`config.mk`:
```
export PLATFORM = sky130hd
export DESIGN_NAME = ixd_decoder
export DESIGN_NICKNAME = d
export VERILOG_FILES = /design/src/rtl/ixd_pkg.sv /design/src/rtl/ixd_prefix_track.sv /design/src/rtl/ixd_disp_len.sv /design/src/rtl/ixd_disp_collect.sv /design/src/rtl/ixd_decoder.sv
export SDC_FILE = /design/constraint.sdc
export NUM_CORES = 1
export LEC_CHECK = 0
export BUFFER_PORTS_ARGS = -buffer_cell sky130_fd_sc_hd__buf_2
export CORE_MARGIN = 2
export CORE_UTILIZATION = 25
export DETAILED_ROUTE_END_ITERATION = 10
export PLACE_DENSITY_LB_ADDON = 0.1
export SKIP_LAST_GASP = 1
export SYNTH_ARGS = -nofsm -noshare
export SYNTH_HDL_FRONTEND = slang
export SYNTH_HIERARCHICAL = 1
export SYNTH_SLANG_ARGS = --single-unit
```
`constraint.sdc`:
```
create_clock -name clk -period 2.3 [get_ports clk]
set_input_delay 0.46 -clock clk [delete_from_list [all_inputs] [get_ports clk]]
set_output_delay 0.46 -clock clk [all_outputs]
set_load 0.01 [all_outputs]
```
`src/rtl/ixd_pkg.sv`:
```
package ixd_pkg;
  localparam int DISP_BYTES = 4;
  localparam int DISP_W     = DISP_BYTES * 8;
  localparam int LANE_W     = $clog2(DISP_BYTES);
  localparam int LEN_W      = $clog2(DISP_BYTES + 1);

  typedef enum logic [1:0] {
    SZ_BYTE  = 2'd0,
    SZ_WORD  = 2'd1,
    SZ_DWORD = 2'd2
  } op_size_e;

  typedef enum logic [1:0] {
    ST_LEAD  = 2'd0,
    ST_MODRM = 2'd1,
    ST_DISP  = 2'd2,
    ST_HOLD  = 2'd3
  } dec_state_e;
endpackage

```
`src/rtl/ixd_prefix_track.sv`:
```
module ixd_prefix_track (
  input  logic clk,
  input  logic rst_n,
  input  logic clr,
  input  logic hit_op,
  input  logic hit_ad,
  input  logic dflt_32,
  output logic op32_eff,
  output logic ad32_eff
);
  logic op_seen, ad_seen;

  always_ff @(posedge clk) begin
    if (!rst_n || clr) begin
      op_seen <= 1'b0;
      ad_seen <= 1'b0;
    end else begin
      if (hit_op) op_seen <= 1'b1;
      if (hit_ad) ad_seen <= 1'b1;
    end
  end

  assign op32_eff = dflt_32 ^ op_seen;
  assign ad32_eff = dflt_32 ^ ad_seen;
endmodule

```
`src/rtl/ixd_disp_len.sv`:
```
module ixd_disp_len
  import ixd_pkg::*;
(
  input  logic [1:0]       mod_f,
  input  logic [2:0]       rm_f,
  input  logic             addr32,
  output logic [LEN_W-1:0] len
);
  always_comb begin
    unique case (mod_f)
      2'b00:   len = (!addr32 && rm_f == 3'b110) ? LEN_W'(2) : LEN_W'(0);
      2'b01:   len = LEN_W'(1);
      2'b10:   len = addr32 ? LEN_W'(4) : LEN_W'(2);
      default: len = LEN_W'(0);
    endcase
  end
endmodule

```
`src/rtl/ixd_disp_collect.sv`:
```
module ixd_disp_collect
  import ixd_pkg::*;
(
  input  logic              clk,
  input  logic              rst_n,
  input  logic              clr,
  input  logic              wr,
  input  logic [LANE_W-1:0] lane,
  input  logic [7:0]        byte_in,
  input  logic [LEN_W-1:0]  len,
  output logic [DISP_W-1:0] disp
);
  logic [DISP_W-1:0] raw;

  for (genvar b = 0; b < DISP_BYTES; b++) begin : g_lane
    always_ff @(posedge clk) begin
      if (!rst_n || clr)
        raw[b*8 +: 8] <= 8'h00;
      else if (wr && lane == LANE_W'(b))
        raw[b*8 +: 8] <= byte_in;
    end
  end

  logic sgn;
  always_comb begin
    sgn = 1'b0;
    for (int k = 1; k <= DISP_BYTES; k++)
      if (len == LEN_W'(k)) sgn = raw[k*8-1];
    for (int i = 0; i < DISP_W; i++)
      disp[i] = (i < int'(len) * 8) ? raw[i] : sgn;
  end
endmodule

```
`src/rtl/ixd_decoder.sv`:
```
module ixd_decoder
  import ixd_pkg::*;
#(
  parameter logic [7:0] PFX_OPSZ = 8'h66,
  parameter logic [7:0] PFX_ADSZ = 8'h67
) (
  input  logic              clk,
  input  logic              rst_n,
  input  logic              dflt_32,
  input  logic              in_valid,
  output logic              in_ready,
  input  logic [7:0]        in_byte,
  output logic              out_valid,
  input  logic              out_ready,
  output logic [5:0]        out_opcode,
  output logic              out_dir,
  output logic              out_wide,
  output logic [1:0]        out_op_size,
  output logic              out_addr32,
  output logic              out_reg_mode,
  output logic [1:0]        out_mod,
  output logic [2:0]        out_reg,
  output logic [2:0]        out_rm,
  output logic [DISP_W-1:0] out_disp
);
  dec_state_e        state;
  logic [LANE_W-1:0] cnt;
  logic [LEN_W-1:0]  len_q, len_d;
  logic              take, done, op32_eff, ad32_eff, hit_op, hit_ad;

  assign in_ready  = (state != ST_HOLD);
  assign out_valid = (state == ST_HOLD);
  assign take      = in_valid && in_ready;
  assign done      = out_valid && out_ready;
  assign hit_op    = take && state == ST_LEAD && in_byte == PFX_OPSZ;
  assign hit_ad    = take && state == ST_LEAD && in_byte == PFX_ADSZ;

  ixd_prefix_track u_pfx (
    .clk(clk), .rst_n(rst_n), .clr(done),
    .hit_op(hit_op), .hit_ad(hit_ad), .dflt_32(dflt_32),
    .op32_eff(op32_eff), .ad32_eff(ad32_eff)
  );

  ixd_disp_len u_len (
    .mod_f(in_byte[7:6]), .rm_f(in_byte[2:0]), .addr32(ad32_eff), .len(len_d)
  );

  ixd_disp_collect u_disp (
    .clk(clk), .rst_n(rst_n), .clr(done),
    .wr(take && state == ST_DISP), .lane(cnt), .byte_in(in_byte),
    .len(len_q), .disp(out_disp)
  );

  always_ff @(posedge clk) begin
    if (!rst_n) begin
      state        <= ST_LEAD;
      cnt          <= '0;
      len_q        <= '0;
      out_opcode   <= '0;
      out_dir      <= 1'b0;
      out_wide     <= 1'b0;
      out_op_size  <= SZ_BYTE;
      out_addr32   <= 1'b0;
      out_reg_mode <= 1'b0;
      out_mod      <= '0;
      out_reg      <= '0;
      out_rm       <= '0;
    end else begin
      unique case (state)
        ST_LEAD: if (take && !hit_op && !hit_ad) begin
          out_opcode <= in_byte[7:2];
          out_dir    <= in_byte[1];
          out_wide   <= in_byte[0];
          state      <= ST_MODRM;
        end
        ST_MODRM: if (take) begin
          out_mod      <= in_byte[7:6];
          out_reg      <= in_byte[5:3];
          out_rm       <= in_byte[2:0];
          out_reg_mode <= (in_byte[7:6] == 2'b11);
          out_addr32   <= ad32_eff;
          out_op_size  <= !out_wide ? SZ_BYTE : (op32_eff ? SZ_DWORD : SZ_WORD);
          len_q        <= len_d;
          cnt          <= '0;
          state        <= (len_d == '0) ? ST_HOLD : ST_DISP;
        end
        ST_DISP: if (take) begin
          cnt <= cnt + 1'b1;
          if (LEN_W'(cnt) + LEN_W'(1) == len_q) state <= ST_HOLD;
        end
        ST_HOLD: if (out_ready) begin
          state <= ST_LEAD;
          len_q <= '0;
        end
        default: state <= ST_LEAD;
      endcase
    end
  end
endmodule

```
==> metrics.md <==
| Metric | Value |
|---|---|
| Status | complete, no violations |
| DR iter-0 viols | 94 |
| Biggest regs | u_disp/raw (32), out_opcode (6) |
| Final Max Tran Viols | 0 |
| Vias post-DR | 2666 |
| Min-Delay Path Depth | 3 |
| Final nets | 431 |
| Most flop-heavy register | u_disp/raw |
| DIE HEIGHT | 117 um |
| Synth Instances | 348 |
| Slew headroom | 0.637 |
| Layout Skew | 0.00489 ns |
| Clk Latency, worst-skew pair | 0.33 ns |
| Hold Fails Final Rpt | 0 |
| Num CTS Buffers | 9 |
| Ys Warns | 6 |
| Measured slew at the worst slew-check pin | 0.544 ns |
| Hold Startpoint | in_byte[4] |
| CP startpoint kind | register |
| Root Buffer | clkbuf_16 |
| Initial Util | 0.255 |
| WL final | 9250 um |
| Period utilization | 0.901 |
| Worst EP arrival | 1.61 ns |
| Slowest cell on crit path | dfxtp_1 |
| Wire per inst | 15.8 um |
| Die area | 0.0138 mm2 |
| Clock slew seen by the registers of the worst setup and hold paths | 0.05 ns |
| Critical Path Start | len_q[2] |
| Fill count | 1341 |
| Largest net degree at the start of global routing | 28 |
| Fmax | 483 MHz |
| Leak | 0.00180 uW |
| Worst IR Drop VDD | 0.000284 V |
| Max-cap viol count | 0 |
| Grt total ovfl | 0 |
| Global-route wire length before repair | 14700 um |
| Fin Setup TNS | 0 ns |
| Mean Syn Cell Area | 9.22 um2 |
| Vias in the first global route | 2631 |
| Fin util | 0.321 |
| Port Buffers | 66 |
| Endpoint, Worst Hold | out_reg[1] |
| Largest register FFs | 32 |
| Flops & latches, synth | 61 |
| Core footprint | 0.0126 mm2 |
| GRT Total Usage | 0.137 |
| Slowest stage delay, CP | 0.51 ns |
| Final setup viols | 0 |
| Mapped Nets | 367 |
| Tot Pwr | 3280 uW |
| Cell Area, Synth | 0.00321 mm2 |
| Cell Pwr Density | 814 mW/mm2 |
| Critical Path End Type | output port |
| Clock Sinks | 61 |
| R2R Path Start | state[0] |
| Clock tree buffer depth | 2 |
| Final min period | 2.07 ns |
| Setup bufs post-CTS | 0 |
| HPWL Detailed | 6540 um |
| Crit-path cells | buf_4 > nand2b_2 > o211ai_1 > buf_2 |
| Hold buffer count at cts | 0 |
| Drt drc | 0 |
| GPL Wtd Cong | 0.756 |
| Initial antenna violation count | 0 |
| Hold Crit Class | input pin to register |
| Synth cell types | 43 |
| Final antenna-violating net count | 0 |
| Row cnt | 41 |
| Sequential area share after synthesis | 0.381 |
| # IOs | 67 |
| Share of cells above drive strength 1 | 0.255 |
| CP Max Fanout | 15 |
| Vias/cell | 4.54 |
| Commonest non-fill, non-tap cell in the layout | buf_2 |
| Synth-to-layout area growth | 25.6% |
| Htree depth | 3 |
| CTS tree | yes |
| Unrepaired setup endpoints after global routing | no |
| Commonest cells after routing, fill and taps aside | 66 x buf_2, 60 x dfxtp_1, 46 x nand3b_1 |
| Critical Path RT | 1.84 ns |
| RR Endpoint | u_disp/raw[2] |
| Die Width | 117 um |
| Reg2Reg Setup Slack | 0.35 ns |
| WS Path Type | register to output port |
| R2R depth | 5 |
| Drt pass-1 iters | 4 |
| Antenna diode count | 0 |
cells in the mapped netlist (all sizes together):
cell | n | area, um2
a211oi | 1 | 12.5
a21boi | 15 | 113
a21oi | 3 | 18.8
a221oi | 1 | 26.3
and2 | 2 | 12.5
and2b | 1 | 7.51
and3 | 1 | 6.26
and3b | 3 | 27.5
buf | 12 | 77.6
clkbuf | 14 | 52.6
dfxtp | 61 | 1220
ha | 6 | 75.1
inv | 15 | 56.3
mux2i | 42 | 420
nand2 | 44 | 165
nand2b | 2 | 20.0
nand3 | 8 | 40.0
nand3b | 48 | 385
nand4bb | 3 | 33.8
nor2 | 6 | 22.5
nor2b | 17 | 106
nor3 | 3 | 20.0
nor3b | 1 | 7.51
o211ai | 16 | 120
o21ai | 11 | 58.8
o21ba | 1 | 10.0
o221a | 1 | 11.3
o22ai | 2 | 12.5
or2 | 1 | 6.26
or3b | 1 | 8.76
or4b | 1 | 10.0
xnor2 | 2 | 17.5
xor2 | 3 | 26.3
logic make-up (layout without fill, tap and decap cells):
logic type | Yosys count | count (layout) | synth area share
and+or+nand+nor | 142 | 142 | 0.274
DFF | 61 | 61 | 0.381
AOI/OAI and AO/OA | 51 | 51 | 0.119
muxes | 42 | 42 | 0.131
buffers and inverters | 41 | 108 | 0.0581
adders and majority gates | 6 | 6 | 0.0234
xor gates and xnor gates | 5 | 5 | 0.0136
metrics by stage:
stage	hold slack (ns)	setup slack (ns)	cell area (um2)	std cells
after floorplan	0.458	0.545	3210	348
final	0.427	0.228	4030	587
after CTS	0.421	0.0802	4030	587
after global routing	0.441	0.103	4030	587
after global placement	0.443	0.347	3720	573
after detailed placement	0.447	0.328	3720	573
area by class of cell:
type	instances	area (um2)	share of cell area
Clock buffer	13	270	0.0671
Clock inverter	1	30.0	0.00745
Inverter	15	56.3	0.0140
Multi-Input combinational cell	246	1810	0.449
Sequential cell	61	1220	0.303
Tap cell	172	215	0.0534
Timing Repair Buffer	79	428	0.106
worst max-delay path, delay by kind of cell, from the launching register on:
kind            cells  cell delay, ns
flops               1            0.51
buf+inv             2            0.42
simple gates        1            0.23
compound gates      1            0.11
per-layer routing:
layer / part of all wire / wire (um) / GRT usage
met3: 0.052 / 480 / 0.0428
met1: 0.51 / 4710 / 0.191
met4: 0.013 / 122 / 0.0489
met2: 0.43 / 3940 / 0.198
met5: 0 / 0 / 0
power by group:
group | switching [uW] | internal (uW)
clock network | 465 | 915
registers | 68.0 | 1140
logic | 388 | 304
total | 921 | 2360
repair_timing:
action | 4_1_cts | 5_1_grt
setup endpoints to repair | 8 | 12
gates resized for setup | 1 | 2
pin swaps | 0 | 0
cloned | 0 | 0
worst max-delay path by stage:
| stage | end | slack [ns] | depth (start not counted) |
|---|---|---|---|
| floorplan | u_disp/raw[0] | 0.54 | 7 |
| global placement | u_disp/raw[6] | 0.35 | 5 |
| detailed placement | u_disp/raw[2] | 0.33 | 5 |
| CTS | out_disp[29] | 0.08 | 4 |
| global route | out_disp[29] | 0.10 | 4 |
| finish | out_disp[29] | 0.23 | 4 |
Note: power is estimated with default switching activity, not from simulation.
